File: src/rtl/conv_pkg.sv
package conv_pkg;

   typedef enum logic [1:0] {
      EDGE_FALL = 2'd0,
      EDGE_RISE = 2'd1,
      EDGE_BOTH = 2'd2,
      EDGE_BOTH_ALT = 2'd3
   } edge_mode_e;

   localparam logic [2:0] REG_CTRL  = 3'd0;
   localparam logic [2:0] REG_BND_A = 3'd1;
   localparam logic [2:0] REG_BND_B = 3'd2;
   localparam logic [2:0] REG_THR   = 3'd3;
   localparam logic [2:0] REG_STAT  = 3'd4;

endpackage

File: src/rtl/conv_trig_edge.sv
module conv_trig_edge
   import conv_pkg::*;
#(
   parameter int SYNC_STAGES = 2
)(
   input  logic       clk,
   input  logic       rst_n,
   input  logic       trig_in,
   input  edge_mode_e mode,
   output logic       hit
);

   logic [SYNC_STAGES-1:0] sync_q;
   logic                   prev_q;
   logic                   rise, fall;

   generate
      if (SYNC_STAGES < 2) begin : g_bad_sync
         $error("conv_trig_edge: SYNC_STAGES must be at least 2");
      end
      for (genvar i = 0; i < SYNC_STAGES; i++) begin : g_sync
         if (i == 0) begin : g_first
            always_ff @(posedge clk or negedge rst_n) begin
               if (!rst_n) sync_q[0] <= 1'b0;
               else        sync_q[0] <= trig_in;
            end
         end else begin : g_next
            always_ff @(posedge clk or negedge rst_n) begin
               if (!rst_n) sync_q[i] <= 1'b0;
               else        sync_q[i] <= sync_q[i-1];
            end
         end
      end
   endgenerate

   always_ff @(posedge clk or negedge rst_n) begin
      if (!rst_n) prev_q <= 1'b0;
      else        prev_q <= sync_q[SYNC_STAGES-1];
   end

   assign rise = sync_q[SYNC_STAGES-1] & ~prev_q;
   assign fall = ~sync_q[SYNC_STAGES-1] & prev_q;

   always_comb begin
      case (mode)
         EDGE_FALL: hit = fall;
         EDGE_RISE: hit = rise;
         default:   hit = rise | fall;
      endcase
   end

endmodule

File: src/rtl/conv_res_fifo.sv
module conv_res_fifo #(
   parameter int DATA_W = 12,
   parameter int DEPTH  = 64,
   localparam int AW    = $clog2(DEPTH),
   localparam int CW    = $clog2(DEPTH + 1)
)(
   input  logic              clk,
   input  logic              rst_n,
   input  logic              flush,
   input  logic [CW-1:0]     base,
   input  logic [CW-1:0]     size,
   input  logic              wr_en,
   input  logic [DATA_W-1:0] wr_data,
   input  logic              rd_en,
   output logic              rd_valid,
   output logic [DATA_W-1:0] rd_data,
   output logic [CW-1:0]     count,
   output logic              drop
);

   logic [DATA_W-1:0] mem [DEPTH];
   logic [CW-1:0]     wr_off, rd_off;
   logic              full, do_wr, do_rd;

   generate
      if (DEPTH < 4) begin : g_bad_depth
         $error("conv_res_fifo: DEPTH must be at least 4");
      end
   endgenerate

   assign full  = (count >= size);
   assign do_wr = wr_en && !full && !flush;
   assign do_rd = rd_en && (count != '0) && !flush;
   assign drop  = wr_en && full && !flush;

   function automatic logic [CW-1:0] wrap_inc(input logic [CW-1:0] off,
                                              input logic [CW-1:0] lim);
      return (off + CW'(1) >= lim) ? '0 : off + CW'(1);
   endfunction

   always_ff @(posedge clk or negedge rst_n) begin
      if (!rst_n) begin
         wr_off   <= '0;
         rd_off   <= '0;
         count    <= '0;
         rd_valid <= 1'b0;
      end else begin
         rd_valid <= do_rd;
         if (flush) begin
            wr_off <= '0;
            rd_off <= '0;
            count  <= '0;
         end else begin
            if (do_wr) wr_off <= wrap_inc(wr_off, size);
            if (do_rd) rd_off <= wrap_inc(rd_off, size);
            case ({do_wr, do_rd})
               2'b10:   count <= count + CW'(1);
               2'b01:   count <= count - CW'(1);
               default: count <= count;
            endcase
         end
      end
   end

   always_ff @(posedge clk) begin
      if (do_wr) mem[AW'(base + wr_off)] <= wr_data;
      if (do_rd) rd_data <= mem[AW'(base + rd_off)];
   end

endmodule

File: src/rtl/conv_irq_stat.sv
module conv_irq_stat #(
   parameter int CW = 7
)(
   input  logic          clk,
   input  logic          rst_n,
   input  logic [CW-1:0] count,
   input  logic [CW-1:0] thresh,
   input  logic [2:0]    clr,
   input  logic          set_trig,
   input  logic          set_data,
   input  logic          irq_en,
   output logic          thr_flag,
   output logic          trig_ovr,
   output logic          data_ovr,
   output logic          irq
);

   logic reach;

   assign reach = (thresh != '0) && (count >= thresh);

   always_ff @(posedge clk or negedge rst_n) begin
      if (!rst_n) begin
         thr_flag <= 1'b0;
         trig_ovr <= 1'b0;
         data_ovr <= 1'b0;
      end else begin
         if (clr[0])     thr_flag <= 1'b0;
         else if (reach) thr_flag <= 1'b1;

         if (set_trig)    trig_ovr <= 1'b1;
         else if (clr[1]) trig_ovr <= 1'b0;

         if (set_data)    data_ovr <= 1'b1;
         else if (clr[2]) data_ovr <= 1'b0;
      end
   end

   assign irq = thr_flag & irq_en;

endmodule

File: src/rtl/conv_trig_buf.sv
module conv_trig_buf
   import conv_pkg::*;
#(
   parameter int DATA_W      = 12,
   parameter int DEPTH       = 64,
   parameter int CFG_W       = 16,
   parameter int SYNC_STAGES = 2,
   localparam int CW         = $clog2(DEPTH + 1)
)(
   input  logic              clk,
   input  logic              rst_n,
   input  logic              trig_in,
   output logic              conv_req,
   input  logic              conv_valid,
   input  logic [DATA_W-1:0] conv_data,
   input  logic              cfg_we,
   input  logic [2:0]        cfg_addr,
   input  logic [CFG_W-1:0]  cfg_wdata,
   input  logic              rd_req,
   output logic              rd_valid,
   output logic [DATA_W-1:0] rd_data,
   output logic [CW-1:0]     fill_count,
   output logic              sts_thr,
   output logic              sts_trig_ovr,
   output logic              sts_data_ovr,
   output logic              irq
);

   generate
      if (CFG_W < CW || CFG_W < 4) begin : g_bad_cfg
         $error("conv_trig_buf: CFG_W too narrow for the register fields");
      end
   endgenerate

   edge_mode_e    edge_mode;
   logic          irq_en, grp_sel;
   logic [CW-1:0] bnd_a, bnd_b, thresh_r;
   logic [CW-1:0] cur_base, cur_size;
   logic          hit, busy, flush, drop;
   logic [2:0]    clr_mask;

   function automatic logic [CW-1:0] clamp_bound(input logic [CFG_W-1:0] v);
      return (v > CFG_W'(DEPTH)) ? CW'(DEPTH) : v[CW-1:0];
   endfunction

   // configuration registers
   always_ff @(posedge clk or negedge rst_n) begin
      if (!rst_n) begin
         edge_mode <= EDGE_FALL;
         irq_en    <= 1'b0;
         grp_sel   <= 1'b0;
         bnd_a     <= CW'(DEPTH / 2);
         bnd_b     <= CW'(DEPTH);
         thresh_r  <= CW'(DEPTH / 2);
      end else if (cfg_we) begin
         case (cfg_addr)
            REG_CTRL: begin
               edge_mode <= edge_mode_e'(cfg_wdata[1:0]);
               irq_en    <= cfg_wdata[2];
               grp_sel   <= cfg_wdata[3];
            end
            REG_BND_A: bnd_a    <= clamp_bound(cfg_wdata);
            REG_BND_B: bnd_b    <= clamp_bound(cfg_wdata);
            REG_THR:   thresh_r <= clamp_bound(cfg_wdata);
            default: ;
         endcase
      end
   end

   assign flush    = cfg_we && (cfg_addr <= REG_BND_B);
   assign clr_mask = (cfg_we && cfg_addr == REG_STAT) ? cfg_wdata[2:0] : 3'b000;

   // window of the active group
   always_comb begin
      if (grp_sel) begin
         cur_base = bnd_a;
         cur_size = (bnd_b > bnd_a) ? bnd_b - bnd_a : '0;
      end else begin
         cur_base = '0;
         cur_size = bnd_a;
      end
   end

   conv_trig_edge #(.SYNC_STAGES(SYNC_STAGES)) u_edge (
      .clk     (clk),
      .rst_n   (rst_n),
      .trig_in (trig_in),
      .mode    (edge_mode),
      .hit     (hit)
   );

   // single-conversion sequencer
   always_ff @(posedge clk or negedge rst_n) begin
      if (!rst_n) begin
         busy     <= 1'b0;
         conv_req <= 1'b0;
      end else begin
         conv_req <= 1'b0;
         if (busy) begin
            if (conv_valid) busy <= 1'b0;
         end else if (hit) begin
            busy     <= 1'b1;
            conv_req <= 1'b1;
         end
      end
   end

   conv_res_fifo #(.DATA_W(DATA_W), .DEPTH(DEPTH)) u_fifo (
      .clk      (clk),
      .rst_n    (rst_n),
      .flush    (flush),
      .base     (cur_base),
      .size     (cur_size),
      .wr_en    (busy && conv_valid),
      .wr_data  (conv_data),
      .rd_en    (rd_req),
      .rd_valid (rd_valid),
      .rd_data  (rd_data),
      .count    (fill_count),
      .drop     (drop)
   );

   conv_irq_stat #(.CW(CW)) u_stat (
      .clk      (clk),
      .rst_n    (rst_n),
      .count    (fill_count),
      .thresh   (thresh_r),
      .clr      (clr_mask),
      .set_trig (hit && busy),
      .set_data (drop),
      .irq_en   (irq_en),
      .thr_flag (sts_thr),
      .trig_ovr (sts_trig_ovr),
      .data_ovr (sts_data_ovr),
      .irq      (irq)
   );

endmodule

File: config.mk
export PLATFORM = sky130hd
export DESIGN_NAME = conv_trig_buf
export DESIGN_NICKNAME = d
export VERILOG_FILES = /design/src/rtl/conv_pkg.sv /design/src/rtl/conv_trig_edge.sv /design/src/rtl/conv_res_fifo.sv /design/src/rtl/conv_irq_stat.sv /design/src/rtl/conv_trig_buf.sv
export SDC_FILE = /design/constraint.sdc
export NUM_CORES = 1
export LEC_CHECK = 0
export ABC_CLOCK_PERIOD_IN_PS = 9100
export BUFFER_PORTS_ARGS = -buffer_cell sky130_fd_sc_hd__buf_2
export CAP_MARGIN = 30
export CORE_MARGIN = 1
export CORE_UTILIZATION = 40
export CTS_CLUSTER_DIAMETER = 80
export CTS_CLUSTER_SIZE = 30
export DETAILED_ROUTE_END_ITERATION = 6
export RECOVER_POWER = 100
export SKIP_CTS_REPAIR_TIMING = 1
export SLEW_MARGIN = 20
export SYNTH_ARGS = -nofsm -noshare
export SYNTH_HDL_FRONTEND = slang
export SYNTH_SLANG_ARGS = --single-unit
File: constraint.sdc
create_clock -name clk -period 9.1 [get_ports clk]
set_input_delay 1.82 -clock clk [delete_from_list [all_inputs] [get_ports clk]]
set_output_delay 1.82 -clock clk [all_outputs]
set_load 0.02 [all_outputs]
==> impl_metrics.env, run 1 <==
export IMPL_status="finished, violations left"
export IMPL_violations="max-capacitance violations, max-slew violations"
export IMPL_worstSetupPathType="reg2reg"
export IMPL_dp_hpwl_mm=47.3
export IMPL_finalSetupTns_ns=0
export IMPL_grt_ovfl_total=0
export IMPL_via_per_inst=5.58
export IMPL_totalWireLength_mm=76.4
export IMPL_fmax_mhz=143
export IMPL_regArea_um2=24800
export IMPL_r2r_start="grp_sel"
export IMPL_final_cell_count_no_fill=2935
export IMPL_critPathCaptureType="flip-flop"
export IMPL_chipHeight_um=293
export IMPL_cap_violations=16
export IMPL_cts_htree_levels=2
export IMPL_diodes=0
export IMPL_area_growth_pct=9.02
export IMPL_cts_root_buf="clkbuf_16"
export IMPL_grt_pass1_vias=16722
export IMPL_grt_max_degree=113
export IMPL_synth_cell_types=63
export IMPL_synth_flop_cell="edfxtp_1"
export IMPL_arrival_ns=7.30
export IMPL_min_period_over_period_pct=76.7
export IMPL_synthSimpleGateAreaFrac_pct=3.36
export IMPL_synth_compound_area_share_pct=2.98
export IMPL_place_gp_congestion=0.819
export IMPL_core_area_um2=83800
export IMPL_max_vdd_ir_drop_mv=0.180
export IMPL_drive_above_1_share_pct=20.2
export IMPL_cp_start_kind="flip-flop"
export IMPL_place_inst=2860
export IMPL_ant_nets=0
export IMPL_start_util_pct=40.4
export IMPL_synth_nets=1764
export IMPL_rsz0062_at_grt="false"
export IMPL_synth_top_family_by_area="multiplexers"
export IMPL_cts_buffer_depth=3
export IMPL_hold_path_class="reg2reg"
export IMPL_postSynthCellCount=1674
export IMPL_timing_final_ws_setup_ns=2.12
export IMPL_io_pin_count=62
export IMPL_clock_sinks=835
export IMPL_async_reset_ff_share_pct=6.59
export IMPL_fill_cells=7218
export IMPL_synthAdderAreaFrac_pct=2.11
export IMPL_finalNetCount=1871
export IMPL_syn_area_um2=33900
export IMPL_layout_common_cells="780 x edfxtp_1, 240 x mux4_2, 96 x clkbuf_1, 90 x nor2_1, 71 x nand2_1"
export IMPL_p_total_uw=8130
export IMPL_grt_pass1_wl_mm=114
export IMPL_yosys_warnings=0
export IMPL_powerDensity_nw_per_um2=220
export IMPL_pre_cts_ws_ns=3.00
export IMPL_numCtsBuffers=39
export IMPL_finClkSkew_ns=0.0323
export IMPL_p_leak_uw=0.0114
export IMPL_routed_via_count=16378
export IMPL_fin_crit_ns=6.98
export IMPL_synth_seq_cells=835
export IMPL_die_x_um=293
export IMPL_synth_edf_count=780
export IMPL_track_usage_pct=18.1
export IMPL_clk_latency_ns=0.62
export IMPL_slew_viol_final=922
export IMPL_drt_iter0_drc=1748
export IMPL_slew_headroom_pct=-135
export IMPL_hold_start="u_edge.sync_q[0]"
export IMPL_setup_worst_path_start="grp_sel"
export IMPL_required_ns=9.42
export IMPL_antenna_found_initial=1
export IMPL_setup_viol=0
export IMPL_synth_avg_cell_area_um2=20.2
export IMPL_yosysSeqAreaShare_pct=73.2
export IMPL_synthXorXnorAreaFrac_pct=0.723
export IMPL_layout_commonest_cell="edfxtp_1"
export IMPL_clk_pin_slew_worst_paths_ns=0.09
export IMPL_wl_per_cell_um=26.0
export IMPL_io_buffers=61
export IMPL_finalHoldViolCount=0
export IMPL_drcViolationCount=0
export IMPL_multi_input_area_um2=8710
export IMPL_path_max_fanout=59
export IMPL_worst_pin_slew_ns=3.52
export IMPL_std_cell_rows=106
export IMPL_die_area_um2=85900
export IMPL_dr_pass1_iters=5
export IMPL_synth_area_mux_share_pct=16.4
export IMPL_tritoncts="built"
## state kept, by name (all words and copies together) (netlist names), 2 cells and up
| register | count |
|---|---|
| thresh_r | 7 |
| u_fifo.mem | 768 |
| edge_mode | 2 |
| u_fifo.rd_off | 7 |
| u_fifo.rd_data | 12 |
| bnd_b | 7 |
| u_fifo.count | 7 |
| u_fifo.wr_off | 7 |
| u_edge.sync_q | 2 |
| bnd_a | 7 |
## metal layers
| layer | wire length [µm] | vias up | global-route usage [%] |
|---|---|---|---|
| li1 | - | 7053 | - |
| met1 | 33500 | 8784 | 25.9 |
| met2 | 37100 | 479 | 29.3 |
| met3 | 4760 | 62 | 3.11 |
| met4 | 1090 | 0 | 3.54 |
| met5 | 0 | - | 0 |
## layout make-up
type	count	area share [%]
clock inverters	18	0.772
multi-input cells	740	23.6
clock buffers	43	2.77
inverters	32	0.325
well taps	1134	3.84
flip-flops and latches	835	67.1
repair buffers	133	1.61
## power breakdown
| group | internal, µW | switching (µW) | total (µW) |
|---|---|---|---|
| clock | 943 | 1220 | 2160 |
| sequential | 4270 | 72.3 | 4340 |
| combinational | 741 | 887 | 1630 |
| total | 5950 | 2180 | 8130 |
## path summary, 6_finish.rpt
check	endpoint	slack, ns	depth (start not counted)
worst max-delay path	u_fifo.rd_data[1]	2.12	9
worst min-delay path	u_edge.sync_q[1]	0.36	0
worst max register to register	u_fifo.rd_data[1]	2.12	9
worst min register to register	u_edge.sync_q[1]	0.36	0
max in group asynchronous	u_fifo.rd_off[0]	5.00	2
min in group asynchronous	u_edge.sync_q[0]	2.34	2
## metrics by stage
stage / cell area (µm²) / util [%] / hold WS [ns]
2_1_floorplan: 33900 / - / 0.331
3_3_place_gp: 35800 / 42.7 / 0.338
3_5_place_dp: 35900 / 42.8 / 0.341
4_1_cts: 37200 / 44.4 / 0.362
5_1_grt: 37000 / 44.1 / 0.387
6_report: 37000 / 44.1 / 0.358
## synth_stat cells, types with 5 or more instances
| cell type | instances | area [µm²] |
|---|---|---|
| a211oi_1 | 16 | 120 |
| a21o_1 | 14 | 105 |
| a21oi_1 | 43 | 215 |
| a22o_1 | 7 | 61.3 |
| and3_1 | 6 | 37.5 |
| buf_1 | 6 | 22.5 |
| buf_2 | 24 | 120 |
| clkbuf_1 | 35 | 131 |
| dfrtp_1 | 52 | 1300 |
| edfxtp_1 | 780 | 23400 |
| ha_1 | 49 | 613 |
| inv_1 | 31 | 116 |
| mux2i_1 | 12 | 120 |
| mux4_2 | 240 | 5410 |
| nand2_1 | 71 | 267 |
| nand2b_1 | 8 | 50.1 |
| nand3_1 | 13 | 65.1 |
| nor2_1 | 91 | 342 |
| nor2b_1 | 23 | 144 |
| nor3_1 | 8 | 40.0 |
| o21ai_0 | 37 | 185 |
| o21bai_1 | 5 | 37.5 |
| xnor2_1 | 19 | 166 |
| xor2_1 | 9 | 78.8 |
## critical path: stages, from the launching register on
cell      delay (ns)
dfrtp_1         0.43
inv_1           0.34
nor2_1          0.26
fa_1            1.38
clkbuf_1        2.55
mux4_2          0.53
mux4_2          0.56
nor2b_1         0.20
a211oi_1        0.27
a21oi_1         0.14
## kinds of logic after synthesis
group | after synthesis
flip-flops | 835
multiplexers | 256
AND/OR/NAND/NOR | 246
AO/OA/AOI/OAI | 155
buffers and inverters | 99
adder cells (fa/ha/maj) | 55
XOR/XNOR | 28
(Power assumes the default switching activity.)
==> inputs of run 2 (changes only) <==
- ABC_CLOCK_PERIOD_IN_PS: 9100 -> 6780
- clock period: 9.1 -> 6.78 ns (I/O delays scaled with it)
==> run 2 against run 1 <==
Compared with the run above: the run still ends with max-capacitance violations, max-slew violations left; fmax increased by 15%; register-to-register slack got worse by 1.4 ns; setup slack got worse by 1.4 ns; sequential cell count unchanged; clock skew increased by 0.0090 ns; routed wire length about the same; critical path type unchanged; critical endpoint is now u_fifo.rd_data[6].
==> impl_metrics.env, run 2 (synthesized netlist as in run 1, its figures left out) <==
export IMPL_hold_path_class="reg2reg"
export IMPL_cp_start_kind="flip-flop"
export IMPL_worst_pin_slew_ns=3.20
export IMPL_fmax_mhz=165
export IMPL_max_vdd_ir_drop_mv=0.221
export IMPL_post_route_util_pct=44.4
export IMPL_slew_headroom_pct=-113
export IMPL_worstSetupPathType="reg2reg"
export IMPL_hold_start="u_edge.sync_q[0]"
export IMPL_path_common_cell="mux4_2"
export IMPL_numCtsBuffers=40
export IMPL_cap_violations=15
export IMPL_fill_cells=7270
export IMPL_grt_ovfl_total=0
export IMPL_wl_per_cell_um=25.8
export IMPL_hold_depth=0
export IMPL_cts_buffer_depth=3
export IMPL_via_per_inst=5.53
export IMPL_grt_max_degree=95
export IMPL_hold_slack_ns=0.361
export IMPL_die_x_um=293
export IMPL_io_pin_count=62
export IMPL_finalSetupTns_ns=0
export IMPL_start_util_pct=40.4
export IMPL_hold_path_end="u_edge.sync_q[1]"
export IMPL_critPathSlowestCell="fa_1"
export IMPL_tritoncts="built"
export IMPL_core_area_um2=83800
export IMPL_layout_common_cells="780 x edfxtp_1, 240 x mux4_2, 111 x clkbuf_1, 90 x nor2_1, 71 x nand2_1"
export IMPL_dr_pass1_iters=7
export IMPL_clk_latency_ns=0.64
export IMPL_top_register="u_fifo.mem"
export IMPL_cpPeakStageDelay_ns=1.68
export IMPL_largest_reg_flops=768
export IMPL_chipHeight_um=293
export IMPL_r2r_start="grp_sel"
export IMPL_setup_viol=0
export IMPL_grt_pass1_wl_mm=113
export IMPL_die_area_um2=85900
export IMPL_slew_viol_final=897
export IMPL_drive_above_1_share_pct=20.5
export IMPL_finClkSkew_ns=0.0413
export IMPL_fin_crit_ns=6.07
export IMPL_cts_root_buf="clkbuf_16"
export IMPL_worstRegToRegCells=9
export IMPL_powerDensity_nw_per_um2=297
export IMPL_rrSetupSlack_ns=0.71
export IMPL_area_growth_pct=9.68
export IMPL_layout_commonest_cell="edfxtp_1"
export IMPL_rsz0062_at_grt="false"
export IMPL_ant_nets=0
export IMPL_finalNetCount=1894
export IMPL_clk_pin_slew_worst_paths_ns=0.11
export IMPL_reg2reg_to="u_fifo.rd_data[6]"
export IMPL_status="finished, violations left"
export IMPL_path_max_fanout=31
export IMPL_std_cell_rows=106
export IMPL_dp_hpwl_mm=47.1
export IMPL_finalHoldViolCount=0
export IMPL_routed_via_count=16381
export IMPL_totalWireLength_mm=76.4
export IMPL_clock_sinks=835
export IMPL_min_period_over_period_pct=89.6
export IMPL_required_ns=7.11
export IMPL_regArea_um2=24800
export IMPL_arrival_ns=6.40
export IMPL_track_usage_pct=18.0
export IMPL_io_buffers=61
export IMPL_grt_pass1_vias=16664
export IMPL_drcViolationCount=0
export IMPL_cts_htree_levels=2
export IMPL_critPathCaptureType="flip-flop"
export IMPL_violations="max-capacitance violations, max-slew violations"
export IMPL_reg_top3="u_fifo.mem (768), u_fifo.rd_data (12)"
export IMPL_drt_iter0_drc=1934
export IMPL_crit_chain="inv_1 -> nor2_1 -> fa_1 -> clkbuf_1 -> mux4_2 -> mux4_2 -> nor2b_1 -> a211oi_1 -> a21oi_1"
export IMPL_antenna_found_initial=0
export IMPL_multi_input_area_um2=8710
export IMPL_p_leak_uw=0.0115
export IMPL_place_gp_congestion=0.816
==> run 2: cell types whose count changed in the layout (fill, tap and decap cells not counted), sizes merged <==
cell | previous run | this run
clkinvlp | 0 | 2
clkinv | 7 | 6
clkbuf | 137 | 152
diode | 0 | 1
buf | 39 | 45
inv | 40 | 45
==> run 2: how the worst max path moves through the flow <==
stage,from,to,slack [ns],cells past startpoint
floorplan,bnd_a[5],u_fifo.count[6],1.83,22
global placement,bnd_a[5],u_fifo.count[6],1.35,22
detailed placement,bnd_a[5],u_fifo.count[6],1.11,22
CTS,bnd_a[5],u_fifo.count[6],1.07,22
global route,grp_sel,u_fifo.rd_data[6],0.36,9
finish,grp_sel,u_fifo.rd_data[6],0.71,9
==> run 2: area by class of cell <==
| class | count | area share [%] |
|---|---|---|
| flip-flops and latches | 835 | 66.7 |
| multi-input cells | 740 | 23.4 |
| well taps | 1134 | 3.82 |
| clock buffers | 42 | 2.74 |
| repair buffers | 155 | 1.99 |
| clock inverters | 24 | 0.986 |
| inverters | 32 | 0.323 |
| diodes | 1 | 0.00673 |
==> run 2: per-layer routing <==
metal  up-vias  global-route usage [%]  share of wire, %
met2       460                    28.2                47
li1       7105                       -                 -
met5         -                       0                 0
met1      8732                    26.4                44
met4         0                    4.27               2.2
met3        84                    2.94               6.3
==> run 2: where the power goes <==
part	internal, µW	switching (µW)
registers	5730	92.6
clock network	1290	1710
logic	1010	1200
total	8040	3010
==> run 2: critical path: cells and delay by family (launching register included) <==
family          cells  cell delay [ns]
compound gates      2             0.39
fa+ha+maj           1             1.68
buf+inv             2             1.81
flops               1             0.43
mux                 2             1.03
simple gates        2             0.45
==> run 2: metrics by stage <==
stage          setup WS, ns  instances  cell area (µm²)  power, µW
6_report              0.706       2963            37200      11000
5_1_grt               0.363       2962            37200      11500
4_1_cts                1.07       2961            37500      11200
3_5_place_dp           1.11       2895            36100       8200
3_3_place_gp           1.35       2890            36100       8180
2_1_floorplan          1.83       1674            33900       7430
